--- src/rtl/mem_err_log_pkg.sv ---
package mem_err_log_pkg;
   localparam int NKIND  = 2;
   localparam int CE_IDX = 0;
   localparam int UE_IDX = 1;
endpackage

--- src/rtl/mel_kind_track.sv ---
module mel_kind_track (
   input  logic clk,
   input  logic rst_n,
   input  logic evt,
   input  logic clr_first,
   input  logic clr_next,
   output logic first_q,
   output logic next_q,
   output logic load
);
   logic first_d, next_d;

   // a log load happens only when the slot is free
   assign load = evt & ~first_q;

   always_comb begin
      first_d = first_q;
      if (load)           first_d = 1'b1;
      else if (clr_first) first_d = 1'b0;
      next_d = next_q;
      if (evt && first_q) next_d = 1'b1;
      else if (clr_next)  next_d = 1'b0;
   end

   always_ff @(posedge clk) begin
      if (!rst_n) begin
         first_q <= 1'b0;
         next_q  <= 1'b0;
      end else begin
         first_q <= first_d;
         next_q  <= next_d;
      end
   end
endmodule

--- src/rtl/mel_log_reg.sv ---
module mel_log_reg #(
   parameter int W = 8
) (
   input  logic         clk,
   input  logic         rst_n,
   input  logic         load,
   input  logic [W-1:0] d,
   output logic [W-1:0] q
);
   always_ff @(posedge clk) begin
      if (!rst_n)    q <= '0;
      else if (load) q <= d;
   end
endmodule

--- src/rtl/mel_chan_decode.sv ---
module mel_chan_decode #(
   parameter int SYN_W = 16
) (
   input  logic [SYN_W-1:0] syn,
   output logic             chan
);
   localparam int HALF = SYN_W / 2;
   localparam int QTR  = SYN_W / 4;

   logic up_zero, lo_zero, q_top_zero, q_next_zero;

   assign up_zero     = (syn[SYN_W-1:HALF] == '0);
   assign lo_zero     = (syn[HALF-1:0] == '0);
   assign q_top_zero  = (syn[SYN_W-1:SYN_W-QTR] == '0);
   assign q_next_zero = (syn[SYN_W-QTR-1:HALF] == '0);

   always_comb begin
      if (up_zero)                         chan = 1'b0;
      else if (lo_zero)                    chan = 1'b1;
      else if (q_top_zero || q_next_zero)  chan = 1'b0;
      else                                 chan = 1'b1;
   end
endmodule

--- src/rtl/mem_err_log.sv ---
module mem_err_log #(
   parameter int PAGE_W   = 22,
   parameter int SYN_W    = 16,
   parameter int LOG_W    = 32,
   parameter int PAGE_LSB = 6,
   parameter int STAT_W   = 8
) (
   input  logic                clk,
   input  logic                rst_n,
   input  logic                ce_evt,
   input  logic                ue_evt,
   input  logic [PAGE_W-1:0]   evt_page,
   input  logic [SYN_W-1:0]    evt_syn,
   input  logic [1:0]          clr_first,
   input  logic [1:0]          clr_next,
   output logic [STAT_W-1:0]   first_stat,
   output logic [STAT_W-1:0]   next_stat,
   output logic [LOG_W-1:0]    ce_addr_log,
   output logic [SYN_W-1:0]    ce_syn_log,
   output logic [LOG_W-1:0]    ue_addr_log,
   output logic                ce_chan,
   output logic                pending
);
   import mem_err_log_pkg::*;

   localparam int HI_PAD = LOG_W - PAGE_LSB - PAGE_W;

   if (HI_PAD < 1 || PAGE_LSB < 1) begin : g_bad_layout
      $error("mem_err_log: page field does not fit the log word");
   end
   if (SYN_W % 4 != 0 || SYN_W < 4) begin : g_bad_syn
      $error("mem_err_log: syndrome width must be a multiple of four");
   end
   if (STAT_W < NKIND + 1) begin : g_bad_stat
      $error("mem_err_log: status byte too narrow");
   end

   logic [NKIND-1:0] evt_v, first_v, next_v, load_v;
   logic [PAGE_W-1:0] page_q [NKIND];

   assign evt_v[CE_IDX] = ce_evt;
   assign evt_v[UE_IDX] = ue_evt;

   for (genvar k = 0; k < NKIND; k++) begin : g_kind
      mel_kind_track u_trk (
         .clk      (clk),
         .rst_n    (rst_n),
         .evt      (evt_v[k]),
         .clr_first(clr_first[k]),
         .clr_next (clr_next[k]),
         .first_q  (first_v[k]),
         .next_q   (next_v[k]),
         .load     (load_v[k])
      );
      mel_log_reg #(.W(PAGE_W)) u_page (
         .clk  (clk),
         .rst_n(rst_n),
         .load (load_v[k]),
         .d    (evt_page),
         .q    (page_q[k])
      );
   end

   mel_log_reg #(.W(SYN_W)) u_syn (
      .clk  (clk),
      .rst_n(rst_n),
      .load (load_v[CE_IDX]),
      .d    (evt_syn),
      .q    (ce_syn_log)
   );

   mel_chan_decode #(.SYN_W(SYN_W)) u_chan (
      .syn (ce_syn_log),
      .chan(ce_chan)
   );

   assign first_stat  = {{(STAT_W-NKIND){1'b0}}, first_v};
   assign next_stat   = {{(STAT_W-NKIND){1'b0}}, next_v};
   assign ce_addr_log = {{HI_PAD{1'b0}}, page_q[CE_IDX], {PAGE_LSB{1'b0}}};
   assign ue_addr_log = {{HI_PAD{1'b0}}, page_q[UE_IDX], {PAGE_LSB{1'b0}}};
   assign pending     = |{first_v, next_v};
endmodule

--- config.mk ---
export PLATFORM = sky130hd
export DESIGN_NAME = mem_err_log
export DESIGN_NICKNAME = d
export VERILOG_FILES = /design/src/rtl/mem_err_log_pkg.sv /design/src/rtl/mel_kind_track.sv /design/src/rtl/mel_log_reg.sv /design/src/rtl/mel_chan_decode.sv /design/src/rtl/mem_err_log.sv
export SDC_FILE = /design/constraint.sdc
export NUM_CORES = 1
export LEC_CHECK = 0
export BUFFER_PORTS_ARGS = -buffer_cell sky130_fd_sc_hd__buf_2
export CAP_MARGIN = 20
export CELL_PAD_IN_SITES_DETAIL_PLACEMENT = 0
export CELL_PAD_IN_SITES_GLOBAL_PLACEMENT = 1
export CORE_MARGIN = 2
export CORE_UTILIZATION = 23
export CTS_CLUSTER_DIAMETER = 100
export DETAILED_ROUTE_END_ITERATION = 8
export GPL_TIMING_DRIVEN = 0
export PLACE_DENSITY = 0.69
export SLEW_MARGIN = 20
export SYNTH_ARGS = -nofsm -noshare
export SYNTH_HDL_FRONTEND = slang
export SYNTH_SLANG_ARGS = --single-unit
--- constraint.sdc ---
create_clock -name clk -period 1.45 [get_ports clk]
set_clock_uncertainty 0.1 [all_clocks]
set_input_delay 0.29 -clock clk [delete_from_list [all_inputs] [get_ports clk]]
set_output_delay 0.29 -clock clk [all_outputs]
set_load 0.02 [all_outputs]
==> metrics.md, run 1 <==
| Metric | Value |
|---|---|
| CTS root buffer | sky130_fd_sc_hd__clkbuf_16 |
| Cell type with the highest occurrence count on the critical path | sky130_fd_sc_hd__a21oi_4 |
| Top routing layer in use | met4 |
| Reg-to-reg critical path startpoint | g_kind[1].u_trk.first_q$_SDFFE_PN0P_ |
| Cells on worst reg2reg path | 6 |
| GRT Residual Overflow | 0 |
| Final-report max-slew violation count | 0 |
| Endpoint of the worst register-to-register path | g_kind[1].u_page.q[18]$_SDFFE_PN0P_ |
| Critical path fanouts, max | 3 |
| Final antenna-violating net count | 0 |
| Die boundary height | 112 µm |
| Total met2 wirelength after detailed routing | 3.49 mm |
| Floorplan row count | 39 |
| Required arrival time at the worst endpoint | 1.06 ns |
| Detail Placement HPWL | 5.87 mm |
| Number of synthesized flops with an enable pin | 0 |
| Total global routing track utilization | 12.3% |
| Internal Dissipation | 3.42 mW |
| Number of buffers inserted by port buffering | 110 |
| Reg-to-reg setup timing slack | 0.10 ns |
| Diode count | 0 |
| Final routed DRC violation total | 0 |
| Initial cell density of the core | 23.6% |
| Top flip-flop cell by instance count after synthesis | sky130_fd_sc_hd__dfxtp_1 |
| Nets | 527 |
| Leakage power | 1.96 nW |
| Maximum number of pins on one net before global-route repair | 11 |
| Total CTS buffers | 9 |
| Worst endpoint data arrival time | 1.54 ns |
| I/O Pins | 144 |
| Post-synth cell types | 17 |
| Slew at the pin closest to its max-slew limit | 0.527 ns |
| Die area | 12600 µm² |
| Routability cong. | 0.763 |
| Vias in the first global route | 2303 |
| Worst Setup SP | u_syn.q[8]$_SDFFE_PN0P_ |
| Switching share of power | 27.7% |
| Critical path, cell by cell | or4_4 > a21oi_4 > a21oi_4 > buf_6 |
| Critical path's largest stage delay | 0.56 ns |
| Detailed Route WL | 7.77 mm |
| Total standard cell area after synthesis | 2700 µm² |
| Number of warnings reported in the yosys synthesis log | 0 |
| Fraction of synthesized cell area taken by the top area cell type | 47.5% |
| Pre-CTS setup slack | -0.151 ns |
| First-pass GRT wire length | 11.9 mm |
| Total length of routed met3 wires | 569 µm |
| Async set or reset register ratio after synthesis | 0% |
| Width of the chip | 112 µm |
| Synth Area per Inst | 8.38 µm² |
| Count of state elements after synthesis | 64 |
| Violations in the final reports | negative setup slack |
| Worst min-delay path class | input pin to flop |
| Endpoints failing hold | 0 |
| Total number of H-tree levels | 3 |
| Max cap viols | 0 |
| Hold buffers post-CTS | 0 |
| Count of endpoints failing setup in the final report | 2 |
| Sequential share of power | 40.9% |
| Synth cell count leaders | 123 x sky130_fd_sc_hd__nand2_1, 64 x sky130_fd_sc_hd__dfxtp_1, 43 x sky130_fd_sc_hd__a21boi_0 |
| Power density over the cells | 1180 nW/µm² |
| Sequential-to-total area share from yosys stat | 47.5% |
| Power spent charging and discharging nets | 1.31 mW |
| Unrepaired setup endpoints after global routing | true |
| CTS tree | done |
| Worst-path cell with the longest stage delay | sky130_fd_sc_hd__or4_4 |
| Max frequency | 519 MHz |
| Timing endpoint of the critical path | ce_chan |
| Slack of the critical path | -0.477 ns |
| Critical Path Start Type | flop |
| Cell types with the largest area share after synthesis | sky130_fd_sc_hd__dfxtp_1 47%, sky130_fd_sc_hd__nand2_1 17%, sky130_fd_sc_hd__a21boi_0 12% |
| M1 WL | 3.61 mm |
| Most common cell in the netlist | sky130_fd_sc_hd__nand2_1 |
| Crit Path Class | flop to output pin |
| Number of design-rule violations left by the first detailed-router iteration | 91 |
| Endpoint kind of the worst setup timing path | output pin |
| Layout overhead on the synthesized area | 49.2% |
| Total via count after detailed routing | 2481 |
| Via-to-Cell Ratio | 3.97 |
| CTS sink cnt | 64 |
| Area leader, netlist | sky130_fd_sc_hd__dfxtp_1 |
| Run status | complete, but fails checks |
| Worst IR Drop VDD | 447 µV |
| Number of buffers on the longest clock path | 2 |
| Count of mapped cells out of synthesis | 322 |
| Period utilization | 133% |
| Part of the total power dissipated in the clock network | 39.5% |
| Fin util | 35.3% |
| Time the final worst path needs with I/O delays and setup | 1.93 ns |
| Area of the core | 11400 µm² |
| Final-layout fill cell count | 1243 |
| Fraction of final layout cells with drive strength greater than 1 | 40.0% |
| Number of antenna violations at the first check in global routing | 0 |
| Clock-pin slew of the registers on the worst-case setup and hold paths | 0.05 ns |
| Max-slew headroom at the worst pin | 64.5% |
| Combinational share of power | 19.6% |
| Detailed-routing iteration count for the pre-antenna-repair pass | 5 |
| Clock insertion delay at the later pin of the skew report | 0.32 ns |
| Average wire length per cell after detail routing | 12.4 µm |
-- kinds of logic (layout without fill, tap and decap cells) --
| family | after synthesis | in the layout | share of synthesized area [%] |
|---|---|---|---|
| flip-flops | 64 | 64 | 47.5 |
| AND/OR/NAND/NOR | 136 | 136 | 20.2 |
| other | 1 | 32 | 0.139 |
| AO/OA/AOI/OAI | 66 | 66 | 18.3 |
| buffers and inverters | 55 | 184 | 14.0 |
-- metal layers --
metal  track usage [%]  up-vias
li1                  -     1285
met1              15.3     1102
met2              20.0       87
met3              3.89        7
met4              5.12        0
met5                 0        -
-- final cells by class --
| class | count | area (µm²) | share of cell area (%) |
|---|---|---|---|
| tap | 143 | 179 | 4.44 |
| timing repair buffer | 118 | 662 | 16.4 |
| sequential | 64 | 1290 | 32.1 |
| clock buffer | 10 | 239 | 5.94 |
| multi-input combinational | 234 | 1230 | 30.7 |
| clock inverter | 2 | 10.0 | 0.249 |
| buffer | 54 | 409 | 10.2 |
-- cell usage in the layout, fill, tap and decap left out --
| cell type | instances |
|---|---|
| sky130_fd_sc_hd__nand2b_1 | 4 |
| sky130_fd_sc_hd__dfxtp_1 | 59 |
| sky130_fd_sc_hd__nor4_1 | 1 |
| sky130_fd_sc_hd__nor2b_4 | 1 |
| sky130_fd_sc_hd__a21boi_1 | 20 |
| sky130_fd_sc_hd__clkbuf_8 | 1 |
| sky130_fd_sc_hd__nand3_2 | 1 |
| sky130_fd_sc_hd__nand2_1 | 123 |
| sky130_fd_sc_hd__o211a_1 | 1 |
| sky130_fd_sc_hd__dfxtp_2 | 3 |
| sky130_fd_sc_hd__a21oi_4 | 2 |
| sky130_fd_sc_hd__clkinv_2 | 2 |
| sky130_fd_sc_hd__nor2b_2 | 1 |
| sky130_fd_sc_hd__nor4_4 | 2 |
| sky130_fd_sc_hd__nand2b_2 | 1 |
| sky130_fd_sc_hd__clkbuf_16 | 9 |
| sky130_fd_sc_hd__or4_4 | 2 |
| sky130_fd_sc_hd__buf_2 | 108 |
| sky130_fd_sc_hd__clkbuf_1 | 6 |
| sky130_fd_sc_hd__conb_1 | 32 |
| sky130_fd_sc_hd__buf_6 | 16 |
| sky130_fd_sc_hd__a21boi_0 | 43 |
| sky130_fd_sc_hd__buf_12 | 1 |
| sky130_fd_sc_hd__dfxtp_4 | 2 |
| sky130_fd_sc_hd__buf_4 | 41 |
-- metrics by stage --
stage | cells | hold WS, ns | cell area (µm²) | power, mW | setup TNS (ns)
3_3_place_gp | 606 | 0.340 | 3610 | 2.82 | -0.150
4_1_cts | 621 | 0.0878 | 3940 | 4.79 | -0.777
2_1_floorplan | 353 | 0.317 | 2880 | 2.55 | -0.0459
5_1_grt | 625 | 0.106 | 4030 | 4.98 | -0.816
6_report | 625 | 0.101 | 4030 | 4.74 | -0.737
3_5_place_dp | 606 | 0.346 | 3610 | 2.83 | -0.186
-- power by group through the flow --
stage | Sequential (mW) | Combinational, mW | Clock, mW
final | 1.94 | 0.930 | 1.87
after detailed placement | 1.98 | 0.857 | 0
after floorplan | 2.09 | 0.457 | 0
after global routing | 1.95 | 1.02 | 2.02
after global placement | 1.97 | 0.850 | 0
after CTS | 1.94 | 0.904 | 1.95
-- critical path: cells and delay by family, from the launching register on --
family / cells / cell delay [ns]
simple gates: 1 / 0.56
compound gates: 2 / 0.19
flops: 1 / 0.32
buf+inv: 1 / 0.14
-- registers in the layout (all words and copies together) (netlist names) --
signal and count:
g_kind.u_page.q 44, g_kind.u_trk.next_q 2, g_kind.u_trk.first_q 2, u_syn.q 16
-- worst min path at each step --
stage	start	endpoint	slack [ns]	cells past startpoint
floorplan	evt_syn[8]	u_syn.q[8]$_SDFFE_PN0P_	0.32	2
global placement	g_kind[0].u_page.q[20]$_SDFFE_PN0P_	g_kind[0].u_page.q[20]$_SDFFE_PN0P_	0.34	2
detailed placement	g_kind[0].u_page.q[20]$_SDFFE_PN0P_	g_kind[0].u_page.q[20]$_SDFFE_PN0P_	0.35	2
CTS	evt_syn[12]	u_syn.q[12]$_SDFFE_PN0P_	0.09	3
global route	evt_syn[6]	u_syn.q[6]$_SDFFE_PN0P_	0.11	3
finish	evt_syn[8]	u_syn.q[8]$_SDFFE_PN0P_	0.10	3
-- timing repair --
item / 4_1_cts / 5_1_grt
buffers inserted: 3 / 7
endpoints found under the hold margin: 0 / 0
gates resized for setup: 20 / 18
setup endpoints to repair: 4 / 32
pin swaps: 1 / 1
Power figures use the tool's default switching activity.
==> inputs of run 2 (changes only) <==
- ABC_AREA: not set -> 1
- PLACE_DENSITY: 0.69 -> 0.68
==> metrics.md, run 2 <==
| Metric | Value |
|---|---|
| Run status | complete, but fails checks |
| Violations in the final reports | negative setup slack |
| Die boundary height | 115 µm |
| Worst Hold Launch | evt_syn[6] |
| I/O Pins | 144 |
| Pre-CTS setup slack | 0.142 ns |
| Area of the core | 12000 µm² |
| Detailed Route WL | 7.61 mm |
| Count of mapped cells out of synthesis | 340 |
| Post-synthesis compound-gate area fraction | 16.7% |
| Reg-to-reg critical path startpoint | g_kind[1].u_trk.first_q$_SDFFE_PN0P_ |
| Synth cell count leaders | 92 x sky130_fd_sc_hd__nor2_1, 64 x sky130_fd_sc_hd__dfxtp_1, 39 x sky130_fd_sc_hd__buf_4 |
| Die area | 13200 µm² |
| Cells on worst reg2reg path | 5 |
| Clock-pin slew of the registers on the worst-case setup and hold paths | 0.05 ns |
| Top flip-flop cell by instance count after synthesis | sky130_fd_sc_hd__dfxtp_1 |
| Number of antenna violations at the first check in global routing | 0 |
| Fin util | 33.1% |
| Slack of the critical path | -0.118 ns |
| Post-synth cell types | 22 |
| Total via count after detailed routing | 2487 |
| Number of synthesized flops with an enable pin | 0 |
| Worst min-delay path class | input pin to flop |
| Final-layout fill cell count | 1308 |
| Cell types with the largest area share after synthesis | sky130_fd_sc_hd__dfxtp_1 45%, sky130_fd_sc_hd__nor2_1 12%, sky130_fd_sc_hd__buf_4 10% |
| Timing endpoint of the critical path | ce_chan |
| Total standard cell area after synthesis | 2820 µm² |
| Number of buffers inserted by port buffering | 110 |
| Placed cell areas | 3670 µm² |
| Total power of the final layout | 5.04 mW |
| Regs by FF count | g_kind.u_page.q (44), u_syn.q (16) |
| Simple logic cell fraction of the synthesized area | 19.8% |
| Power spent charging and discharging nets | 1.47 mW |
| Maximum number of pins on one net before global-route repair | 11 |
| Detailed-routing iteration count for the pre-antenna-repair pass | 4 |
| Setup bufs post-CTS | 0 |
| Switching share of power | 29.2% |
| Power density over the cells | 1270 nW/µm² |
| Max cap viols | 0 |
| Area of the multi-input gates | 1160 µm² |
| Total global routing track utilization | 11.7% |
| Top reg by flops | g_kind.u_page.q |
| Xor and xnor fraction of the mapped netlist area | 0% |
| Internal Dissipation | 3.57 mW |
| Worst IR Drop VDD | 397 µV |
| Critical Path Start Type | flop |
| Width of the chip | 115 µm |
| Async set or reset register ratio after synthesis | 0% |
| Final instance area | 3970 µm² |
| Combinational family with the most area after synthesis | simple AND/OR/NAND/NOR gates |
| Count of state elements after synthesis | 64 |
| Number of warnings reported in the yosys synthesis log | 0 |
| Most common cell after layout, fill and taps aside | sky130_fd_sc_hd__buf_2 |
| GRT Residual Overflow | 0 |
| Multiplexer share of the synthesized area | 0% |
| Top library cells by usage in the layout, fill and taps aside | 117 x sky130_fd_sc_hd__buf_2, 88 x sky130_fd_sc_hd__nor2_1, 58 x sky130_fd_sc_hd__dfxtp_1 |
| Leakage power | 2.01 nW |
| Final routed DRC violation total | 0 |
| Crit Path Class | flop to output pin |
| Final antenna-violating net count | 0 |
| Number of buffers on the longest clock path | 2 |
| Number of design-rule violations left by the first detailed-router iteration | 126 |
| Initial cell density of the core | 23.5% |
| Fraction of final layout cells with drive strength greater than 1 | 49.8% |
| Routability cong. | 0.719 |
| Flip-flop and latch area | 1290 µm² |
| First-pass GRT wire length | 11.8 mm |
| Nets | 538 |
| Worst endpoint data arrival time | 1.18 ns |
| Unrepaired setup endpoints after global routing | true |
| CTS sink cnt | 64 |
| Diode count | 0 |
| Max frequency | 638 MHz |
| Required arrival time at the worst endpoint | 1.06 ns |
| Total number of H-tree levels | 3 |
| Part of the total power dissipated in the clock network | 38.9% |
| Clock insertion delay at the later pin of the skew report | 0.32 ns |
| Worst Setup SP | u_syn.q[0]$_SDFFE_PN0P_ |
| Vias in the first global route | 2404 |
| Most common cell in the netlist | sky130_fd_sc_hd__nor2_1 |
| Synth Area per Inst | 8.30 µm² |
| Sequential share of power | 39.4% |
| Reg-to-reg setup timing slack | 0.27 ns |
| Synthesized-area fraction occupied by adder cells | 0% |
| Endpoint kind of the worst setup timing path | output pin |
| Max reg flops | 44 |
| Via-to-Cell Ratio | 3.87 |
| Count of endpoints failing setup in the final report | 1 |
| Critical path fanouts, max | 3 |
| Period utilization | 108% |
| Total CTS buffers | 9 |
| Area leader, netlist | sky130_fd_sc_hd__dfxtp_1 |
| Combinational share of power | 21.6% |
| Fraction of synthesized cell area taken by the top area cell type | 45.4% |
| CTS root buffer | sky130_fd_sc_hd__clkbuf_16 |
| Detail Placement HPWL | 5.92 mm |
| CTS tree | done |
| Endpoints failing hold | 0 |
| Final-report max-slew violation count | 0 |
| Endpoint of the worst register-to-register path | g_kind[1].u_page.q[6]$_SDFFE_PN0P_ |
| Sequential-to-total area share from yosys stat | 45.4% |
| Average wire length per cell after detail routing | 11.8 µm |
| Time the final worst path needs with I/O delays and setup | 1.57 ns |
| Floorplan row count | 40 |
| Layout overhead on the synthesized area | 40.6% |
[run 2: layer usage]
layer | part of all wire, % | vias up | track usage (%)
met5 | 0 | - | 0
met1 | 46 | 1094 | 14.6
met3 | 6.3 | 8 | 3.74
li1 | - | 1306 | -
met4 | 1.1 | 0 | 3.86
met2 | 47 | 79 | 19.4
[run 2: worst min-delay path by stage]
stage	endpoint	slack, ns	cells past startpoint
2_1_floorplan	g_kind[0].u_page.q[0]$_SDFFE_PN0P_	0.32	2
3_3_place_gp	g_kind[1].u_page.q[13]$_SDFFE_PN0P_	0.36	2
3_5_place_dp	u_syn.q[13]$_SDFFE_PN0P_	0.36	2
4_1_cts	u_syn.q[6]$_SDFFE_PN0P_	0.09	3
5_1_grt	u_syn.q[6]$_SDFFE_PN0P_	0.10	3
6_report	u_syn.q[6]$_SDFFE_PN0P_	0.10	3
[run 2: logic make-up after synthesis]
| logic type | after synthesis |
|---|---|
| and+or+nand+nor | 131 |
| AOI/OAI and AO/OA | 72 |
| buffers and inverters | 72 |
| DFF | 64 |
| other | 1 |
[run 2: repair_timing]
action | 4_1_cts | 5_1_grt
gates resized for setup | 9 | 8
pin swaps | 1 | 2
hold buffers | 0 | 0
endpoints found under the setup margin | 1 | 2
[run 2: power groups by stage]
stage | registers [mW] | logic [mW] | clock network [mW]
after global placement | 2.01 | 1.08 | 0
after detailed placement | 2.02 | 1.08 | 0
final | 1.99 | 1.09 | 1.96
after global routing | 2.00 | 1.20 | 2.09
after CTS | 1.98 | 1.10 | 2.02
after floorplan | 2.18 | 0.577 | 0
[run 2: final cells by class]
| type | instances | share of cell area, % |
|---|---|---|
| sequential | 64 | 32.5 |
| multi-input combinational | 235 | 29.3 |
| timing repair buffer | 110 | 14.0 |
| buffer | 55 | 11.2 |
| clock buffer | 15 | 6.74 |
| tap | 147 | 4.63 |
| inverter | 17 | 1.61 |
[run 2: through the flow]
| stage | setup TNS [ns] | cells | hold WS [ns] |
|---|---|---|---|
| after floorplan | 0 | 371 | 0.323 |
| after global placement | 0 | 628 | 0.357 |
| after detailed placement | 0 | 628 | 0.360 |
| after CTS | -0.151 | 643 | 0.0949 |
| after global routing | -0.208 | 643 | 0.101 |
| final | -0.118 | 643 | 0.103 |
[run 2: critical path, stage by stage (launching register included)]
cell                      delay (ns)
sky130_fd_sc_hd__dfxtp_2        0.32
sky130_fd_sc_hd__nor2_1         0.11
sky130_fd_sc_hd__nand2_1        0.09
sky130_fd_sc_hd__nor2_2         0.10
sky130_fd_sc_hd__nand2_1        0.06
sky130_fd_sc_hd__nand2_1        0.07
sky130_fd_sc_hd__buf_6          0.12
